## config.mk

```make
export PLATFORM = sky130hd
export DESIGN_NAME = ddr3_init_seq
export DESIGN_NICKNAME = d
export VERILOG_FILES = /design/src/rtl/ddr3_init_pkg.sv /design/src/rtl/ddr3_init_cnt.sv /design/src/rtl/ddr3_init_mrs_sel.sv /design/src/rtl/ddr3_init_seq.sv
export SDC_FILE = /design/constraint.sdc
export NUM_CORES = 1
export LEC_CHECK = 0
export BUFFER_PORTS_ARGS = -buffer_cell sky130_fd_sc_hd__buf_2
export CAP_MARGIN = 20
export CORE_MARGIN = 2
export CORE_UTILIZATION = 55
export DETAILED_ROUTE_END_ITERATION = 16
export GPL_ROUTABILITY_DRIVEN = 0
export PLACE_DENSITY_LB_ADDON = 0.15
export SLEW_MARGIN = 10
export SYNTH_ARGS = -nofsm -noshare
export SYNTH_HDL_FRONTEND = slang
export SYNTH_SLANG_ARGS = --single-unit
```

## constraint.sdc

```tcl
create_clock -name clk -period 3.25 [get_ports clk]
set_input_delay 0.4875 -clock clk [delete_from_list [all_inputs] [get_ports clk]]
set_output_delay 0.4875 -clock clk [all_outputs]
set_load 0.03 [all_outputs]
```

## src/rtl/ddr3_init_pkg.sv

```systemverilog
package ddr3_init_pkg;

    typedef enum logic [2:0] {
        ST_IDLE,
        ST_RST,
        ST_CKE,
        ST_XPR,
        ST_MRS,
        ST_MOD,
        ST_CAL,
        ST_DONE
    } seq_state_t;

    // {cs_n, ras_n, cas_n, we_n}
    typedef struct packed {
        logic cs_n;
        logic ras_n;
        logic cas_n;
        logic we_n;
    } cmd_t;

    localparam cmd_t CMD_NOP  = 4'b0111;
    localparam cmd_t CMD_MRS  = 4'b0000;
    localparam cmd_t CMD_ZQCL = 4'b0110;

    localparam int MRS_STEPS   = 4;
    localparam int DLL_EN_BIT  = 0;
    localparam int DLL_RST_BIT = 8;
    localparam int ZQ_LONG_BIT = 10;

    // Step of the write sequence -> mode register number
    function automatic logic [1:0] mrs_target(input logic [1:0] step);
        case (step)
            2'd0:    return 2'd2;
            2'd1:    return 2'd3;
            2'd2:    return 2'd1;
            default: return 2'd0;
        endcase
    endfunction

    function automatic int max_i(input int a, input int b);
        return (a > b) ? a : b;
    endfunction

endpackage

```

## src/rtl/ddr3_init_cnt.sv

```systemverilog
module ddr3_init_cnt #(
    parameter int W = 16
) (
    input  logic         clk,
    input  logic         rst_n,
    input  logic         load,
    input  logic [W-1:0] load_val,
    output logic         zero
);

    logic [W-1:0] cnt_d, cnt_q;

    always_comb begin
        cnt_d = cnt_q;
        if (load) begin
            cnt_d = load_val;
        end else if (cnt_q != '0) begin
            cnt_d = cnt_q - W'(1);
        end
    end

    always_ff @(posedge clk or negedge rst_n) begin
        if (!rst_n) begin
            cnt_q <= '0;
        end else begin
            cnt_q <= cnt_d;
        end
    end

    assign zero = (cnt_q == '0);

    // An elapsed wait never wraps into a new one unless reloaded
    assert_cnt_no_wrap_R9: assert property (@(posedge clk) disable iff (!rst_n)
        (zero && !load) |=> zero);

endmodule

```

## src/rtl/ddr3_init_mrs_sel.sv

```systemverilog
module ddr3_init_mrs_sel
    import ddr3_init_pkg::*;
#(
    parameter int ADDR_W = 14,
    parameter int BA_W   = 3
) (
    input  logic [1:0]        step,
    input  logic [ADDR_W-1:0] mr0_val,
    input  logic [ADDR_W-1:0] mr1_val,
    input  logic [ADDR_W-1:0] mr2_val,
    input  logic [ADDR_W-1:0] mr3_val,
    output logic [BA_W-1:0]   ba,
    output logic [ADDR_W-1:0] addr
);

    logic [ADDR_W-1:0] pay [MRS_STEPS];
    logic [1:0]        tgt;

    assign pay[0] = mr0_val;
    assign pay[1] = mr1_val;
    assign pay[2] = mr2_val;
    assign pay[3] = mr3_val;

    assign tgt = mrs_target(step);
    assign ba  = BA_W'(tgt);

    always_comb begin
        addr = pay[tgt];
        if (tgt == 2'd1) begin
            addr[DLL_EN_BIT] = 1'b0;
        end
        if (tgt == 2'd0) begin
            addr[DLL_RST_BIT] = 1'b1;
        end
    end

endmodule

```

## src/rtl/ddr3_init_seq.sv

```systemverilog
module ddr3_init_seq
    import ddr3_init_pkg::*;
#(
    parameter int ADDR_W         = 14,
    parameter int BA_W           = 3,
    parameter int T_RESET        = 10000,
    parameter int T_CKE          = 25000,
    parameter int T_XPR          = 5,
    parameter int T_MRD          = 4,
    parameter int T_MOD          = 12,
    parameter int T_DLLK         = 512,
    parameter int T_ZQINIT       = 512,
    parameter bit ODT_INIT_LEVEL = 1'b0
) (
    input  logic              clk,
    input  logic              rst_n,
    input  logic              start,
    input  logic [ADDR_W-1:0] mr0_cfg,
    input  logic [ADDR_W-1:0] mr1_cfg,
    input  logic [ADDR_W-1:0] mr2_cfg,
    input  logic [ADDR_W-1:0] mr3_cfg,
    output logic              ddr_cs_n,
    output logic              ddr_ras_n,
    output logic              ddr_cas_n,
    output logic              ddr_we_n,
    output logic [BA_W-1:0]   ddr_ba,
    output logic [ADDR_W-1:0] ddr_addr,
    output logic              ddr_cke,
    output logic              ddr_odt,
    output logic              ddr_reset_n,
    output logic              init_done
);

    localparam int T_MAX = max_i(max_i(max_i(T_RESET, T_CKE), max_i(T_XPR, T_MRD)),
                                 max_i(max_i(T_MOD, T_DLLK), T_ZQINIT));
    localparam int CW    = $clog2(T_MAX + 1);

    typedef struct packed {
        seq_state_t        state;
        logic [1:0]        step;
        cmd_t              cmd;
        logic [BA_W-1:0]   ba;
        logic [ADDR_W-1:0] addr;
        logic              cke;
        logic              rstn;
        logic              odt;
        logic              ready;
    } regs_t;

    regs_t r_d, r_q;

    logic          ph_load, dll_load, zq_load;
    logic [CW-1:0] ph_val;
    logic          ph_zero, dll_zero, zq_zero;
    logic [BA_W-1:0]   sel_ba;
    logic [ADDR_W-1:0] sel_addr;

    ddr3_init_cnt #(.W(CW)) u_phase (
        .clk(clk), .rst_n(rst_n), .load(ph_load), .load_val(ph_val), .zero(ph_zero)
    );

    ddr3_init_cnt #(.W(CW)) u_dll (
        .clk(clk), .rst_n(rst_n), .load(dll_load), .load_val(CW'(T_DLLK - 1)), .zero(dll_zero)
    );

    ddr3_init_cnt #(.W(CW)) u_zq (
        .clk(clk), .rst_n(rst_n), .load(zq_load), .load_val(CW'(T_ZQINIT - 1)), .zero(zq_zero)
    );

    ddr3_init_mrs_sel #(.ADDR_W(ADDR_W), .BA_W(BA_W)) u_sel (
        .step(r_q.step),
        .mr0_val(mr0_cfg), .mr1_val(mr1_cfg), .mr2_val(mr2_cfg), .mr3_val(mr3_cfg),
        .ba(sel_ba), .addr(sel_addr)
    );

    always_comb begin
        r_d      = r_q;
        r_d.cmd  = CMD_NOP;
        r_d.ba   = '0;
        r_d.addr = '0;
        ph_load  = 1'b0;
        ph_val   = '0;
        dll_load = 1'b0;
        zq_load  = 1'b0;
        case (r_q.state)
            ST_IDLE: begin
                if (start) begin
                    r_d.state = ST_RST;
                    ph_load   = 1'b1;
                    ph_val    = CW'(T_RESET - 1);
                end
            end
            ST_RST: begin
                if (ph_zero) begin
                    r_d.rstn  = 1'b1;
                    r_d.state = ST_CKE;
                    ph_load   = 1'b1;
                    ph_val    = CW'(T_CKE - 1);
                end
            end
            ST_CKE: begin
                if (ph_zero) begin
                    r_d.cke   = 1'b1;
                    r_d.odt   = ODT_INIT_LEVEL;
                    r_d.state = ST_XPR;
                    r_d.step  = 2'd0;
                    ph_load   = 1'b1;
                    ph_val    = CW'(T_XPR - 1);
                end
            end
            ST_XPR: begin
                if (ph_zero) begin
                    r_d.cmd   = CMD_MRS;
                    r_d.ba    = sel_ba;
                    r_d.addr  = sel_addr;
                    r_d.step  = 2'd1;
                    r_d.state = ST_MRS;
                    ph_load   = 1'b1;
                    ph_val    = CW'(T_MRD - 1);
                end
            end
            ST_MRS: begin
                if (ph_zero) begin
                    r_d.cmd  = CMD_MRS;
                    r_d.ba   = sel_ba;
                    r_d.addr = sel_addr;
                    ph_load  = 1'b1;
                    if (r_q.step == 2'(MRS_STEPS - 1)) begin
                        r_d.state = ST_MOD;
                        ph_val    = CW'(T_MOD - 1);
                        dll_load  = 1'b1;
                    end else begin
                        r_d.step = r_q.step + 2'd1;
                        ph_val   = CW'(T_MRD - 1);
                    end
                end
            end
            ST_MOD: begin
                if (ph_zero) begin
                    r_d.cmd               = CMD_ZQCL;
                    r_d.addr[ZQ_LONG_BIT] = 1'b1;
                    r_d.state             = ST_CAL;
                    zq_load               = 1'b1;
                end
            end
            ST_CAL: begin
                if (dll_zero && zq_zero) begin
                    r_d.ready = 1'b1;
                    r_d.state = ST_DONE;
                end
            end
            default: begin
                r_d.state = ST_DONE;
            end
        endcase
    end

    always_ff @(posedge clk or negedge rst_n) begin
        if (!rst_n) begin
            r_q       <= '0;
            r_q.state <= ST_IDLE;
            r_q.cmd   <= CMD_NOP;
        end else begin
            r_q <= r_d;
        end
    end

    assign ddr_cs_n    = r_q.cmd.cs_n;
    assign ddr_ras_n   = r_q.cmd.ras_n;
    assign ddr_cas_n   = r_q.cmd.cas_n;
    assign ddr_we_n    = r_q.cmd.we_n;
    assign ddr_ba      = r_q.ba;
    assign ddr_addr    = r_q.addr;
    assign ddr_cke     = r_q.cke;
    assign ddr_odt     = r_q.odt;
    assign ddr_reset_n = r_q.rstn;
    assign init_done   = r_q.ready;

    logic cmd_active, mrs_issue;
    assign cmd_active = ({ddr_cs_n, ddr_ras_n, ddr_cas_n, ddr_we_n} != 4'b0111);
    assign mrs_issue  = ({ddr_cs_n, ddr_ras_n, ddr_cas_n, ddr_we_n} == 4'b0000);

    assert_rstn_hold_R2: assert property (@(posedge clk) disable iff (!rst_n)
        ddr_reset_n |=> ddr_reset_n);

    assert_cke_hold_R3: assert property (@(posedge clk) disable iff (!rst_n)
        ddr_cke |=> ddr_cke);

    assert_cke_after_rst_R3: assert property (@(posedge clk) disable iff (!rst_n)
        ddr_cke |-> ddr_reset_n);

    assert_odt_quiet_R4: assert property (@(posedge clk) disable iff (!rst_n)
        !ddr_cke |-> !ddr_odt);

    assert_odt_static_R4: assert property (@(posedge clk) disable iff (!rst_n)
        ddr_cke |=> $stable(ddr_odt));

    assert_mrs_cke_R5: assert property (@(posedge clk) disable iff (!rst_n)
        mrs_issue |-> (ddr_cke && !init_done));

    assert_mr1_dll_on_R7: assert property (@(posedge clk) disable iff (!rst_n)
        (mrs_issue && ddr_ba == BA_W'(1)) |-> !ddr_addr[DLL_EN_BIT]);

    assert_ready_hold_R9: assert property (@(posedge clk) disable iff (!rst_n)
        init_done |=> init_done);

    assert_cmd_gap_R10: assert property (@(posedge clk) disable iff (!rst_n)
        cmd_active |=> !cmd_active);

endmodule

```

Yosys cells after proc, flatten, opt, wreduce, memory -nomap -nowiden
Cells that the tools add are included.

Register bits after elaboration: 74. Output and inout bits: 25. Word-level logic and storage cells: 101. Input bits: 59.

Bitwise operators: 1. Reduce and logical (&&, ||, !) cells: 20. $add $sub $neg: 4. Order comparisons: 1. Eq/ne operators: 19. Muxes and demuxes: 42.

Operator list (count): two-way mux 15 bit (8); one-hot mux 15 bit (5 select lines) (1); two-way mux 26 bit (2); logical NOT 15 bit (3); nonzero test 15 bit (3); subtractor 15 x 1 -> 15 bit, second input constant (3); two-way mux 14 bit (3); binary-select mux 14 bit (select 2 bit) (1); one-hot mux 3 bit (7 select lines) (1); one-hot mux 10 bit (2 select lines) (1); two-way mux 3 bit (6); inequality test 2 bit, second input constant (9); one-hot mux 2 bit (3 select lines) (2); one-hot mux 4 bit (3 select lines) (1); one-hot mux 6 bit (2 select lines) (1); == test 3 bit, second input constant (3); two-way mux 1 bit (9); AND reduction 8 bit (1); == test 3 x 2 -> 1 bit, second input constant (2); AND reduction 2 bit (3); nonzero test 2 bit (3); two-way mux 5 bit (1); AND reduction 5 bit (1); == test 2 x 1 -> 1 bit, second input constant (2); 14 further kinds (17).

Longest topological paths before layout
Depth after elaboration: 9. Gate-level depth with buffers: 9. Mapped depth without buffers: 7.

Hierarchy
From an unflattened synthesis, not the netlist that was laid out.

Cell total of the unflattened synthesis: 387. Area, all modules: 4215.3 um2.

By module, submodules not included: ddr3_init_cnt (instances 3, cells an instance 79, area an instance 829.5 um2, seq. area each 375.4 um2); ddr3_init_seq (instances 1, cells an instance 121, area an instance 1263.7 um2, seq. area each 678.2 um2); ddr3_init_mrs_sel (instances 1, cells an instance 29, area an instance 462.9 um2, seq. area each 0.0 um2).

Least setup slack after synthesis
Ideal clock, no wire load.

Kind: register to register. Start: register r_q[25] (netlist bit). End: register r_q, in the netlist ddr_addr[1]. Setup time: 137 ps. Slack: 923 ps. Data required time: 3113 ps. Arrival: 2190 ps. Cell stages (with the launch flop): 7. Period minus slack after synthesis: 2327 ps. Path buffers: 1. Cells stage by stage: dfrtp_1 -> inv_1 -> ha_1 -> clkinv_1 -> buf_1 -> mux4_2 -> nor2b_1.

RTL lines: from (decl) (RTL line ddr3_init_seq.sv:50) `regs_t r_d, r_q;`; from (signal assigned) (RTL line ddr3_init_seq.sv:164) `r_q <= r_d;`.

Worst setup path in the final report
Start: register u_dll.cnt_q[0]. End: register u_dll.cnt_q[8].

Cells in the longest elaborated chain, start to end: 3. Elaborated cells on any way between the ends: 5. Those cells by class: 1 x add/sub; 2 x mux; 2 x reduce/logical.

RTL lines: from (decl) (RTL line ddr3_init_cnt.sv:11) `logic [W-1:0] cnt_d, cnt_q;`; from (signal assigned) (RTL line ddr3_init_cnt.sv:26) `cnt_q <= cnt_d;`; subtractor 15 x 1 -> 15 bit (RTL line ddr3_init_cnt.sv:18) `cnt_d = cnt_q - W'(1);`; two-way mux 15 bit (RTL line ddr3_init_cnt.sv:17) `end else if (cnt_q != '0) begin`; two-way mux 15 bit (RTL line ddr3_init_cnt.sv:15) `if (load) begin`.

Parallel ways exist; a longest one is shown, timed or not. The select of a mux whose other input is x is not followed. A chain may end at the register's enable or synchronous reset.

==> run_results.csv <==
group,metric,value,unit
global_routing,grt_use_total,22.7,%
setup_path,crit_required,3.47,ns
timing,post-route-period-util,78.2,%
placement,placed_area,4360,µm²
synthesis,yosysSeqAreaShare,44.5,%
cts,cts_tree,"yes",
power,irDropWorstVdd,164,µV
setup_path,timing.critical_path.fanout_max,12,
flow_run,drv_cap,0,
cts,post_cts_resize_count,0,
synthesis,synth_edf_count,0,
synthesis,synth_cell_types,53,
synthesis,yosys_warnings,0,
global_routing,grt_pass1_wl,13800,µm
timing,period_minus_slack,2.54,ns
timing,drv_slew,0,
setup_path,critical_path_buf_inv_count,1,
cts,cts_sinks,71,
floorplan,dieArea,7960,µm²
timing,worstMarginPinSlew,0.824,ns
worst_hold_path,hp-class,"in2async",
floorplan,die_h,89.2,µm
timing,slew_headroom,44.7,%
synthesis,synth-async-reset-ratio,100,%
route,drt_iter0_markers,92,
power,p_leak,2.24,nW
timing,setup_viol,0,
setup_path,crit_type,"reg2reg",
cts,cts_setup_buffers,0,
synthesis,synth-main-ff-cell,"dfrtp_1",
timing,fmax,394,MHz
timing,final-hold-violation-count,0,
setup_path,path_delay_family,"simple AND/OR/NAND/NOR gates",
synthesis,syn_area,4000,µm²
setup_path,cpPeakStageDelay,0.51,ns
route,wl,8270,µm
timing,rsz0062_at_grt,"false",
route,wl_per_cell,14.6,µm
floorplan,num_io_pins,84,
cts,cts_max_level,3,
global_routing,grt_overflow,0,
route,drc,0,
floorplan,num_rows,31,
global_routing,grt_pass1_vias,3043,
route,ant_nets,0,
cts,clock-root-buffer,"clkbuf_8",
status,status,"finished clean",
placement,dp_hpwl,6000,µm
floorplan,start_util,56.0,%
layout,finalNetCount,532,
route,routed_via_density,5.47,
floorplan,fp.dieW,89.2,µm
setup_path,crit_arrival,2.76,ns
layout,area_growth,14.1,%
layout,final_cell_mix,"80 x buf_2, 69 x dfrtp_1, 36 x nand2_1, 30 x nor2_1",
synthesis,avgSynthCellArea,9.91,µm²
cts,cts-buffers-inserted,9,
global_routing,antenna_found_initial,0,
layout,diodes,0,
cts,ctsLongestPathBuffers,2,
cts,cts_hold_buffers,0,
setup_path,crit_path_end_kind,"register",
power,p_per_area,373,nW/µm²
layout,layout-drive-gt1-share,26.2,%
synthesis,yosys_register_bits,71,
setup_path,crit_slowest_cell,"nor3b_1",
cts,clk_pin_slew,0.07,ns
floorplan,core,7140,µm²
layout,utilization,63.9,%
setup_path,crit_path_start_kind,"register",
global_routing,grt_max_degree,39,
power,finalPower,1.70,mW
timing,final.setup.tns,0,ns
route,drt_pre_antenna_iters,4,
layout,layout_commonest_cell,"buf_2",
synthesis,synth_cells,403,
route,via_count,3109,
timing,skew,0.0122,ns
layout,fin_area,4560,µm²
placement,port_buffers,80,
setup_path,path_cells,"inv_1 > ha_1 > nor3b_1 > nand4b_1 > nand3_1 > nor3_1 > or3b_1",
cts,clk-insertion-delay-late,0.34,ns
setup_path,reg2reg_setup_slack,0.71,ns
registers in the layout, indices dropped and copies added (netlist names), 2 cells and up:
signal / count
ddr_addr: 14
ddr_ba: 2
r_q: 5
u_dll.cnt_q: 15
u_phase.cnt_q: 15
u_zq.cnt_q: 15
worst register-to-register path, stage by stage (launching register included):
cell and delay (ns):
dfrtp_1 0.42, inv_1 0.08, ha_1 0.20, nor3b_1 0.51
nand4b_1 0.51, nand3_1 0.28, nor3_1 0.06, or3b_1 0.35
path summary, 6_finish.rpt:
check / depth (start not counted) / start / end
max: 7 / u_dll.cnt_q[0] / u_dll.cnt_q[8]
min: 1 / rst_n / u_zq.cnt_q[7]
max reg2reg: 7 / u_dll.cnt_q[0] / u_dll.cnt_q[8]
min reg2reg: 1 / ddr_reset_n / ddr_reset_n
max in group asynchronous: 2 / rst_n / u_phase.cnt_q[1]
min in group clk: 1 / ddr_reset_n / ddr_reset_n
per-stage QoR:
stage,setup WS [ns],hold slack (ns),std cells
6_report,0.709,0.203,568
4_1_cts,0.755,0.212,568
3_5_place_dp,0.762,0.461,552
2_1_floorplan,0.923,0.192,405
3_3_place_gp,0.814,0.450,552
5_1_grt,0.487,0.256,568
report_power, final:
part	switching [mW]	internal (mW)	total, mW
logic	0.0360	0.0476	0.0836
clock network	0.325	0.396	0.721
registers	0.00640	0.888	0.895
total	0.367	1.33	1.70
final cells by class:
class                      instances  area [µm²]
tap                               99         124
timing repair buffer              85         450
sequential                        71        1780
clock buffer                      13         159
clock inverter                     3        42.5
multi-input combinational        284        1950
inverter                          13        48.8
fill                             627        2580
synth_stat cells (all sizes together) (7+ instances only):
master / number / area share, %
inv: 12 / 1.1
mux4: 14 / 7.9
or4: 7 / 1.3
nor4: 15 / 2.9
nor2: 30 / 2.8
nor2b: 15 / 2.3
buf: 26 / 4.5
o21ai: 22 / 2.8
nor3: 19 / 2.4
ha: 9 / 2.8
nand3: 12 / 1.5
a21oi: 21 / 2.6
dfrtp: 69 / 43
or3: 12 / 1.9
xnor2: 14 / 3.1
clkbuf: 11 / 1.0
nand2: 36 / 3.4
metal layers:
metal | vias up | track usage, % | share of wire [%]
met4 | 0 | 7.60 | 1.1
met3 | 10 | 6.09 | 4.9
li1 | 1542 | - | -
met2 | 76 | 37.8 | 49
met1 | 1481 | 28.7 | 45
met5 | - | 0 | 0
kinds of logic after synthesis:
| family | synth area share (%) |
|---|---|
| AND/OR/NAND/NOR | 23.2 |
| XOR/XNOR | 3.95 |
| buffers and inverters | 6.73 |
| adder cells (fa/ha/maj) | 2.82 |
| multiplexers | 9.21 |
| flip-flops | 44.5 |
| other | 0.0939 |
| AO/OA/AOI/OAI | 9.43 |
No activity file was read; power rests on OpenSTA's default activity.
